`config.mk`:
```
export PLATFORM = sky130hd
export DESIGN_NAME = prio_irq_ctrl
export DESIGN_NICKNAME = d
export VERILOG_FILES = /design/src/rtl/prio_irq_ctrl.sv
export SDC_FILE = /design/constraint.sdc
export NUM_CORES = 1
export LEC_CHECK = 0
export ABC_AREA = 1
export CORE_ASPECT_RATIO = 0.7
export CORE_UTILIZATION = 45
export DETAILED_ROUTE_END_ITERATION = 8
export SYNTH_ARGS = -nofsm -noshare
export SYNTH_HDL_FRONTEND = slang
export SYNTH_SLANG_ARGS = --single-unit
```
`constraint.sdc`:
```
create_clock -name clk -period 230.4 [get_ports clk]
set_input_delay 69.12 -clock clk [delete_from_list [all_inputs] [get_ports clk]]
set_output_delay 69.12 -clock clk [all_outputs]
set_load 0.05 [all_outputs]
```
`src/rtl/prio_irq_ctrl.sv`:
```
module prio_irq_ctrl #(
  parameter int N  = 32,
  parameter int PW = 8,
  localparam int IW = $clog2(N) + 1,
  localparam int RW = PW + 1
) (
  input  logic          clk,
  input  logic          rst_n,
  input  logic [N-1:0]  raise_i,
  input  logic          cmd_valid_i,
  input  logic [2:0]    cmd_op_i,
  input  logic [IW-1:0] cmd_idx_i,
  input  logic [PW-1:0] cmd_data_i,
  input  logic [RW-1:0] run_prio_i,
  output logic          irq_o,
  output logic          win_valid_o,
  output logic [IW-1:0] win_idx_o,
  output logic [N-1:0]  pend_o,
  output logic [N-1:0]  stat_o,
  output logic [N-1:0]  mask_o,
  output logic          lock_o,
  output logic          prev_lock_o,
  output logic          err_o
);
  localparam logic [2:0] OP_EN = 3'd1, OP_DIS = 3'd2, OP_CLR = 3'd3, OP_PRIO = 3'd4,
                         OP_CLREN = 3'd5, OP_CLRALL = 3'd6, OP_LOCK = 3'd7;

  logic [N-1:0]  pend_q, stat_q, mask_q;
  logic [N-1:0]  pend_n, stat_n, mask_n;
  logic [PW-1:0] prio_q [N];
  logic          lock_q, ign_q, irq_q, prev_q, err_q;

  logic          line_op, in_range, bad_idx;
  logic [N-1:0]  hit, do_en, do_dis, do_clr;
  logic          clr_en, clr_all, set_prio, set_lock;

  assign line_op  = cmd_valid_i && (cmd_op_i inside {OP_EN, OP_DIS, OP_CLR, OP_PRIO});
  assign in_range = cmd_idx_i < IW'(N);
  assign bad_idx  = line_op && !in_range;
  assign hit      = in_range ? (N'(1) << cmd_idx_i) : '0;
  assign do_en    = (cmd_valid_i && cmd_op_i == OP_EN)  ? hit : '0;
  assign do_dis   = (cmd_valid_i && cmd_op_i == OP_DIS) ? hit : '0;
  assign do_clr   = (cmd_valid_i && cmd_op_i == OP_CLR) ? hit : '0;
  assign clr_en   = cmd_valid_i && cmd_op_i == OP_CLREN;
  assign clr_all  = cmd_valid_i && cmd_op_i == OP_CLRALL;
  assign set_prio = cmd_valid_i && cmd_op_i == OP_PRIO && in_range;
  assign set_lock = cmd_valid_i && cmd_op_i == OP_LOCK;

  assign mask_n = (mask_q & ~do_dis) | do_en;
  assign pend_n = (pend_q & ~(do_clr | (clr_en ? mask_q : '0) | (clr_all ? '1 : '0))) | raise_i;
  assign stat_n = (stat_q & ~(do_clr | ((clr_en || clr_all) ? '1 : '0)))
                | (raise_i & mask_n) | (do_en & pend_q);

  logic [RW-1:0] best;
  always_comb begin
    best        = run_prio_i;
    win_valid_o = 1'b0;
    win_idx_o   = '0;
    for (int i = 0; i < N; i++) begin
      if (stat_q[i] && {1'b0, prio_q[i]} < best) begin
        best        = {1'b0, prio_q[i]};
        win_valid_o = 1'b1;
        win_idx_o   = IW'(i);
      end
    end
  end

  always_ff @(posedge clk) begin
    if (!rst_n) begin
      pend_q <= '0;
      stat_q <= '0;
      mask_q <= '0;
      lock_q <= 1'b0;
      ign_q  <= 1'b0;
      irq_q  <= 1'b0;
      prev_q <= 1'b0;
      err_q  <= 1'b0;
      for (int i = 0; i < N; i++) prio_q[i] <= '1;
    end else begin
      pend_q <= pend_n;
      stat_q <= stat_n;
      mask_q <= mask_n;
      irq_q  <= win_valid_o && (!lock_q || ign_q);
      if (bad_idx) err_q <= 1'b1;
      if (set_prio) prio_q[cmd_idx_i[IW-2:0]] <= cmd_data_i;
      if (set_lock) begin
        prev_q <= lock_q;
        lock_q <= cmd_data_i[0];
        ign_q  <= cmd_data_i[1];
      end
    end
  end

  assign irq_o       = irq_q;
  assign pend_o      = pend_q;
  assign stat_o      = stat_q;
  assign mask_o      = mask_q;
  assign lock_o      = lock_q;
  assign prev_lock_o = prev_q;
  assign err_o       = err_q;

  AST_STAT_IN_PEND: assert property (@(posedge clk) disable iff (!rst_n)
    (stat_q & ~pend_q) == '0);
  AST_WIN_IS_PENDING: assert property (@(posedge clk) disable iff (!rst_n)
    win_valid_o |-> ((stat_q >> win_idx_o) & N'(1)) != '0);
  AST_IRQ_HAD_STATUS: assert property (@(posedge clk) disable iff (!rst_n)
    irq_o |-> $past(|stat_q));
  AST_LOCK_BLOCKS: assert property (@(posedge clk) disable iff (!rst_n)
    irq_o |-> $past(!lock_q || ign_q));
  AST_ERR_STICKY: assert property (@(posedge clk) disable iff (!rst_n)
    err_o |=> err_o);
  AST_BAD_IDX_KEEPS_MASK: assert property (@(posedge clk) disable iff (!rst_n)
    bad_idx |=> err_o && $stable(mask_o));
  AST_CLRALL_EMPTY: assert property (@(posedge clk) disable iff (!rst_n)
    (clr_all && raise_i == '0) |=> pend_o == '0 && stat_o == '0);
endmodule

```
==> impl_metrics.ini, run 1 <==
[sta]
setup-tns-final_ns = 0
max_slew.worst_pin.slew_ns = 1.225
fin_skew_ns = 0.01164
setup_violations = 0
hold_viol = 0
clock.fmax_mhz = 5.447
report.final.slew_viol_count = 0
rsz0062_at_grt = false
max_slew_margin = 0.1837
min_period_ns = 183.58
post-route-period-util = 0.7968
holdWs_ns = 0.4544

[cells_and_area]
area_delta_synth_final_pct = 14.15
final_cells = 3869
fin_nets = 3419
layout-drive-gt1-share = 0.07141
fin_util = 0.5254

[min_path]
worstHoldPathType = reg2reg
hold_depth = 2
hold_end = err_o
hold_start = err_o

[logic_synthesis]
yosysWarnings = 0
synthCells = 3057
yosysSeqAreaShare = 0.4113
synth_edf_count = 256
ys_ff_latch = 357
postSynthAreaPerCell_um2 = 7.722
synthesis.nets = 3313
yosysTopAreaCellShare = 0.3257
yosysUniqueCellTypes = 47
ys.flop_type = edfxtp_1
synth.area.top_cells = edfxtp_1 33%, nand2_1 16%, ha_1 10%
ys_async_sr_fraction = 0
syn_area_um2 = 23610
synth_top_area_cell = edfxtp_1

[floorplanning]
initial_utilization = 0.4603
rows = 69
io_pins = 168
core_um2 = 51280
die_area_um2 = 53390
die_x_um = 275.7
die_h_um = 193.6

[critical_path]
worst_path_most_repeated_cell = nand2_1
startpoint_type = primary input
ff2ff_setup_slack_ns = 185.92
ff2ff_path_depth = 239
path_class = in2out
worstSetupEndpointType = output pin
cp-startpoint = run_prio_i[6]
cp.required_ns = 161.28
arrival_ns = 114.46
cpPeakStageDelay_ns = 0.84
r2r_end = irq_o
cp_slowest_cell = clkdlybuf4s50_1
crit-reg2reg-launch = prio_q[0][7]
path_max_fanout = 21

[route]
viasPerCell = 5.641
avgRoutedWirePerCell_um = 20.36
drtIter0Drc = 2360
drt_wl_total_um = 78790
dr.pass1.iters = 6
drtAntennaViolNets = 0
vias = 21820
drc = 0

[outcome]
status = finished clean

[run]
drv_cap = 0

[clocking]
clock_sinks = 357
clk_latency_ns = 0.57
clk_pin_slew_ns = 0.06
ctsHoldBuffers = 0
cts.path.max_buffers = 3
cts_tree = built
cts-root-buf = clkbuf_16
cts-resized-gates = 0
h-tree-depth = 2
cts_setup_buffers = 0
numCtsBuffers = 39

[placed_design]
hpwlAfterDp_um = 55480
place_congestion = 0.9418
port_buffers = 166
dp_cells = 3796

[grt]
grt_pass1_vias = 20180
grt_pass1_wl_um = 119500
grt_max_degree = 77
grt_usage = 0.2924
grt.overflow.total = 0
antenna_found_initial = 0

[pwr]
power_density_nw_per_um2 = 6.030
vdd_drop_max_mv = 0.004600
leakagePower_nw = 12.11
[cell families (layout without fill, tap and decap cells)]
kind of cell	count (synthesis)	count (layout)	synth area share
adders and majority gates	195	195	0.1034
xor gates and xnor gates	1	1	0.0003711
DFF	357	357	0.4113
other	1	3	0.0001589
AOI/OAI and AO/OA	475	475	0.1119
and+or+nand+nor	1566	1566	0.2917
buffers and inverters	462	598	0.08115
[area by class of cell]
cell class                      count  area [um^2]
Clock inverter                     14        143.9
Inverter                          349         1316
Tap cell                          674        843.3
Sequential cell                   357         9709
Timing Repair Buffer              178         1747
Clock buffer                       57         1167
Fill cell                        4853        24340
Antenna cell                        2        5.005
Multi-Input combinational cell   2238        12010
[critical path, delay by kind of cell]
kind | cells | cell delay, ns
AOI/OAI and AO/OA | 93 | 21.92
and+or+nand+nor | 103 | 11.39
adders and majority gates | 32 | 10.16
buffers and inverters | 14 | 1.87
[synth_stat cells (2+ instances only)]
cell type,n
inv_2,24
nand2_1,976
nand4_1,84
nor2_2,9
clkinv_1,6
buf_4,15
o211a_2,8
a21oi_1,134
a211oi_1,4
a21boi_1,3
a21o_1,10
nor3_2,2
o21bai_1,6
o21a_1,9
edfxtp_1,256
o21ai_0,214
nor2_1,121
nor3_1,9
buf_2,8
nand2_4,19
nand3_1,249
a21boi_2,3
dfxtp_1,101
o21a_2,2
o21ai_1,27
clkbuf_1,69
a32oi_1,14
nand3b_1,24
nand3_2,3
nand2_2,66
buf_1,6
a31oi_1,35
ha_1,195
buf_6,15
inv_1,318
a21oi_2,2
[metrics by stage]
| stage | total power [mW] | instance area [um^2] | worst slack [ns] |
|---|---|---|---|
| global placement | 0.09667 | 25630 | 48.62 |
| global route | 0.1686 | 26940 | 42.31 |
| CTS | 0.1630 | 26940 | 47.53 |
| finish | 0.1625 | 26940 | 46.82 |
| detailed placement | 0.09721 | 25630 | 47.71 |
| floorplan | 0.08892 | 23610 | 54.98 |
[where the power goes]
part / total (mW) / switching [mW] / internal [mW]
clock network: 0.0662 / 0.0277 / 0.0385
registers: 0.0737 / 0.00223 / 0.0715
logic: 0.0226 / 0.0152 / 0.00740
total: 0.162 / 0.0451 / 0.117
[cells in the final DEF (no fill, tap or decap), drive strengths merged, types with 2 or more instances in the layout]
master,count
a211oi,4
nand3,252
buf,13
nand2,1061
o21bai,6
a32oi,14
a31oi,35
inv,342
dfxtp,101
a21boi,6
o21a,11
o211a,9
a21oi,136
o21ai,241
clkbuf,57
nor2,130
edfxtp,256
nor3,11
nand3b,24
clkdlybuf4s50,165
and3,2
nand4,84
diode,2
bufinv,3
a21o,10
ha,195
clkinv,17
[flip-flops by register name, summed over array words and instances (netlist names)]
| register | flops |
|---|---|
| err_o | 1 |
| ign_q | 1 |
| irq_o | 1 |
| lock_o | 1 |
| mask_o | 32 |
| pend_o | 32 |
| prev_lock_o | 1 |
| prio_q | 256 |
| stat_o | 32 |
[worst max path at each step]
stage | to | cells after the start
2_1_floorplan | win_idx_o[1] | 310
3_3_place_gp | win_idx_o[3] | 237
3_5_place_dp | win_idx_o[1] | 243
4_1_cts | win_idx_o[1] | 243
5_1_grt | win_idx_o[1] | 261
6_report | win_idx_o[3] | 242
[layer usage]
| layer | wire length, um | track usage | vias up |
|---|---|---|---|
| li1 | - | - | 10510 |
| met1 | 37310 | 0.4371 | 10300 |
| met2 | 33620 | 0.4363 | 893 |
| met3 | 5735 | 0.03864 | 129 |
| met4 | 2128 | 0.08791 | 0 |
| met5 | 0 | 0 | - |
Note: power is estimated with default switching activity, not from simulation.
==> run 2, diff against run 1 <==
Settings changed: PLACE_DENSITY from default to 0.66.
Clock period 230.4 ns to 147.2 ns, I/O delays scaled along.
==> impl_metrics.ini, run 2 (synthesis results as in run 1) <==
[route]
viasPerCell = 5.670
drtAntennaViolNets = 0
drc = 0
drtIter0Drc = 2375
drt_wl_total_um = 78310
vias = 21920
dr.pass1.iters = 6
avgRoutedWirePerCell_um = 20.26

[critical_path]
worst_path_most_repeated_cell = nand2_1
cp_slowest_cell = clkdlybuf4s50_1
cp-startpoint = run_prio_i[6]
critPathTopFamily = compound AO/OA/AOI/OAI gates
startpoint_type = primary input
cp_num_cells = 254
path_class = in2out
ff2ff_path_depth = 251
cp-endpoint = win_idx_o[3]
r2r_end = irq_o
worstSetupEndpointType = output pin
ff2ff_setup_slack_ns = 102.33
crit-reg2reg-launch = prio_q[0][4]
cp.required_ns = 103.04
path_max_fanout = 21
arrival_ns = 89.94
path_buf_inv = 16
cpPeakStageDelay_ns = 0.86

[grt]
antenna_found_initial = 0
grt_max_degree = 85
grt.overflow.total = 0
grt_pass1_vias = 20410
grt_pass1_wl_um = 118900
grt_usage = 0.2903

[clocking]
numCtsBuffers = 39
clk_pin_slew_ns = 0.06
cts_tree = built
cts_setup_buffers = 0
cts-root-buf = clkbuf_16
clock_sinks = 357
clk_latency_ns = 0.58
ctsHoldBuffers = 0
h-tree-depth = 2
cts-resized-gates = 0
cts.path.max_buffers = 3

[placed_design]
port_buffers = 166
place_congestion = 0.9894
hpwlAfterDp_um = 55890
dpl_worst_slack_ns = 14.20

[sta]
setup-tns-final_ns = 0
clock.fmax_mhz = 7.457
fin_skew_ns = 0.01747
hold_viol = 0
post-route-period-util = 0.9110
max_slew.worst_pin.slew_ns = 1.146
min_period_ns = 134.10
report.final.slew_viol_count = 0
setup_violations = 0
max_slew_margin = 0.2362
setup_ws_ns = 13.10
rsz0062_at_grt = false

[cells_and_area]
layout-drive-gt1-share = 0.07174
top_register = prio_q
mostFrequentLayoutCells = 976 x nand2_1, 308 x inv_1, 256 x edfxtp_1
nFillCells = 4825
area_delta_synth_final_pct = 14.24
n_antenna_cell = 0
ff_latch_area_um2 = 9709
largest_reg_flops = 256
fin_nets = 3418
multi_input_area_um2 = 12010
layout_commonest_cell = nand2_1

[floorplanning]
initial_utilization = 0.4603
die_h_um = 193.6
die_x_um = 275.7
die_area_um2 = 53390
rows = 69
core_um2 = 51280
io_pins = 168

[run]
drv_cap = 0

[pwr]
power_density_nw_per_um2 = 9.518
vdd_drop_max_mv = 0.006514
leakagePower_nw = 12.11

[min_path]
hold_start = err_o
worstHoldPathType = reg2reg

[outcome]
status = finished clean
run 2: where the power goes:
part	switching [mW]	leakage [nW]	internal, mW
clock network	0.0443	0.650	0.0616
logic	0.0238	8.05	0.0116
registers	0.00349	3.41	0.112
total	0.0715	12.1	0.185
run 2: worst min-delay path by stage:
| stage | to | cells after the start |
|---|---|---|
| finish | err_o | 2 |
| detailed placement | err_o | 2 |
| floorplan | irq_o | 2 |
| CTS | err_o | 2 |
| global placement | err_o | 2 |
| global route | pend_o[5] | 2 |
run 2: layout make-up:
type                       instances  area share
clock buffer                      53     0.04078
sequential                       357      0.3601
clock inverter                    18    0.009094
multi-input combinational       2238      0.4455
inverter                         349     0.04881
tap                              674     0.03127
timing repair buffer             177     0.06450
run 2: stage by stage:
step                      cells  total power [mW]  hold WS [ns]  area, um^2    util
after floorplan            3057            0.1392        0.4965       23610       -
after global placement     3795            0.1511        0.4461       25620  0.4996
after detailed placement   3795            0.1521        0.4637       25620  0.4996
after CTS                  3866            0.2574        0.4732       26970  0.5258
after global routing       3866            0.2656        0.5214       26970  0.5258
final                      3866            0.2566        0.4702       26970  0.5258
run 2: routing by layer:
layer	wire [um]	part of all wire	global-route usage	up-vias
met5	0	0	0	-
met4	2402	0.031	0.09605	0
met3	7533	0.096	0.04780	133
met2	32680	0.42	0.4256	1080
met1	35690	0.46	0.4313	10210
li1	-	-	-	10500
run 2: tightest hold or removal path, delay by kind of cell, from the launching register on:
family	cells	cell delay [ns]
buffers and inverters	1	0.05
AO/OA/AOI/OAI	1	0.05
flip-flops	1	0.32
==> run 3, diff against run 2 <==
Settings changed: GPL_ROUTABILITY_DRIVEN from default to 0.
==> impl_metrics.ini, run 3 (synthesis results as in run 1) <==
[outcome]
status = finished clean

[sta]
max_slew.worst_pin.slew_ns = 1.144
post-route-period-util = 0.9066
report.final.slew_viol_count = 0
hold_viol = 0
setup_violations = 0
min_period_ns = 133.45
setup-tns-final_ns = 0
clock.fmax_mhz = 7.494
holdWs_ns = 0.4561
fin_skew_ns = 0.01443
rsz0062_at_grt = false
max_slew_margin = 0.2371

[route]
viasPerCell = 5.696
drtAntennaViolNets = 0
drtIter0Drc = 2369
drc = 0
dr.pass1.iters = 8
vias = 22030
avgRoutedWirePerCell_um = 19.73
drt_wl_total_um = 76320

[critical_path]
cp_slowest_cell = clkdlybuf4s50_1
startpoint_type = primary input
r2r_end = irq_o
path_class = in2out
worstSetupEndpointType = output pin
crit-reg2reg-launch = prio_q[0][2]
cpPeakStageDelay_ns = 0.85
ff2ff_setup_slack_ns = 102.99
worst_path_most_repeated_cell = nand2_1
ff2ff_path_depth = 254
cp.required_ns = 103.04
path_max_fanout = 21
arrival_ns = 89.29

[floorplanning]
core_um2 = 51280
die_area_um2 = 53390
initial_utilization = 0.4603
die_h_um = 193.6
die_x_um = 275.7
io_pins = 168
rows = 69

[cells_and_area]
largest_reg_flops = 256
top_register = prio_q
area_delta_synth_final_pct = 14.22
layout-drive-gt1-share = 0.07203
mostFrequentLayoutCells = 976 x nand2_1, 308 x inv_1, 256 x edfxtp_1
nFillCells = 4789
layout_commonest_cell = nand2_1
fin_util = 0.5258
fin_nets = 3419

[pwr]
power.total_mw = 0.2534
netSwitchingFraction = 0.2783
clockPowerShare = 0.406
combPwrFrac = 0.139
vdd_drop_max_mv = 0.006008
p_switching_mw = 0.07052
internal-power_mw = 0.1829
power_density_nw_per_um2 = 9.399
leakagePower_nw = 12.11
pwr-share-seq = 0.455

[grt]
grt_max_degree = 81
grt_usage = 0.2813
grt_pass1_wl_um = 116600
grt_pass1_vias = 20440
grt.overflow.total = 0
antenna_found_initial = 1

[clocking]
cts.path.max_buffers = 3
clk_pin_slew_ns = 0.06
h-tree-depth = 2
clk_latency_ns = 0.55
cts-resized-gates = 0
numCtsBuffers = 40
ctsHoldBuffers = 0
cts_setup_buffers = 0
clock_sinks = 357
cts-root-buf = clkbuf_16
cts_tree = built

[run]
drv_cap = 0

[min_path]
hold_depth = 2
hold_start = err_o
hold_end = err_o
worstHoldPathType = reg2reg

[placed_design]
hpwlAfterDp_um = 55000
port_buffers = 166
==> run 3: cell count changes in the layout (fill, tap and decap cells not counted), sizes merged <==
cell	previous run	this run
diode	0	1
inv	345	347
clkinv	14	16
bufinv	5	2
==> run 3: final cells by class <==
cell class	count	area [um^2]	share of cell area
Clock inverter	19	183.9	0.006822
Sequential cell	357	9709	0.3601
Clock buffer	53	1155	0.04283
Multi-Input combinational cell	2238	12010	0.4455
Inverter	349	1316	0.04882
Tap cell	674	843.3	0.03128
Timing Repair Buffer	177	1739	0.06450
Antenna cell	1	2.502	0.00009281
==> run 3: layer usage <==
metal | wire length, um | track usage | vias up | share of wire
met4 | 2497 | 0.09198 | 0 | 0.033
met5 | 0 | 0 | - | 0
met2 | 32090 | 0.4145 | 1049 | 0.42
met1 | 34320 | 0.4152 | 10340 | 0.45
li1 | - | - | 10510 | -
met3 | 7417 | 0.04854 | 129 | 0.097
==> run 3: worst max-delay path, delay by kind of cell <==
family                   cells  cell delay (ns)
AND/OR/NAND/NOR            120            12.42
AO/OA/AOI/OAI               85            20.33
buffers and inverters       18             2.13
adder cells (fa/ha/maj)     32            10.10
==> run 3: per-stage QoR <==
stage | std cells | area [um^2] | setup slack, ns
after floorplan | 3057 | 23610 | 21.70
after global placement | 3795 | 25620 | 16.33
after detailed placement | 3795 | 25620 | 14.95
after global routing | 3867 | 26960 | 9.494
after CTS | 3867 | 26960 | 14.74
final | 3868 | 26960 | 13.75
==> run 3: worst max-delay path by stage <==
stage | startpoint | to | slack, ns
final | run_prio_i[6] | win_idx_o[3] | 13.75
after CTS | run_prio_i[7] | win_idx_o[3] | 14.74
after detailed placement | run_prio_i[7] | win_idx_o[3] | 14.95
after floorplan | run_prio_i[4] | win_idx_o[1] | 21.70
after global placement | run_prio_i[7] | win_idx_o[1] | 16.33
after global routing | run_prio_i[3] | win_idx_o[3] | 9.49
==> run 3: power groups by stage <==
stage	Combinational, mW	Sequential [mW]	Clock [mW]
2_1_floorplan	0.0210	0.118	0
3_5_place_dp	0.0346	0.117	0
5_1_grt	0.0392	0.116	0.108
4_1_cts	0.0347	0.115	0.104
3_3_place_gp	0.0333	0.117	0
6_report	0.0352	0.115	0.103
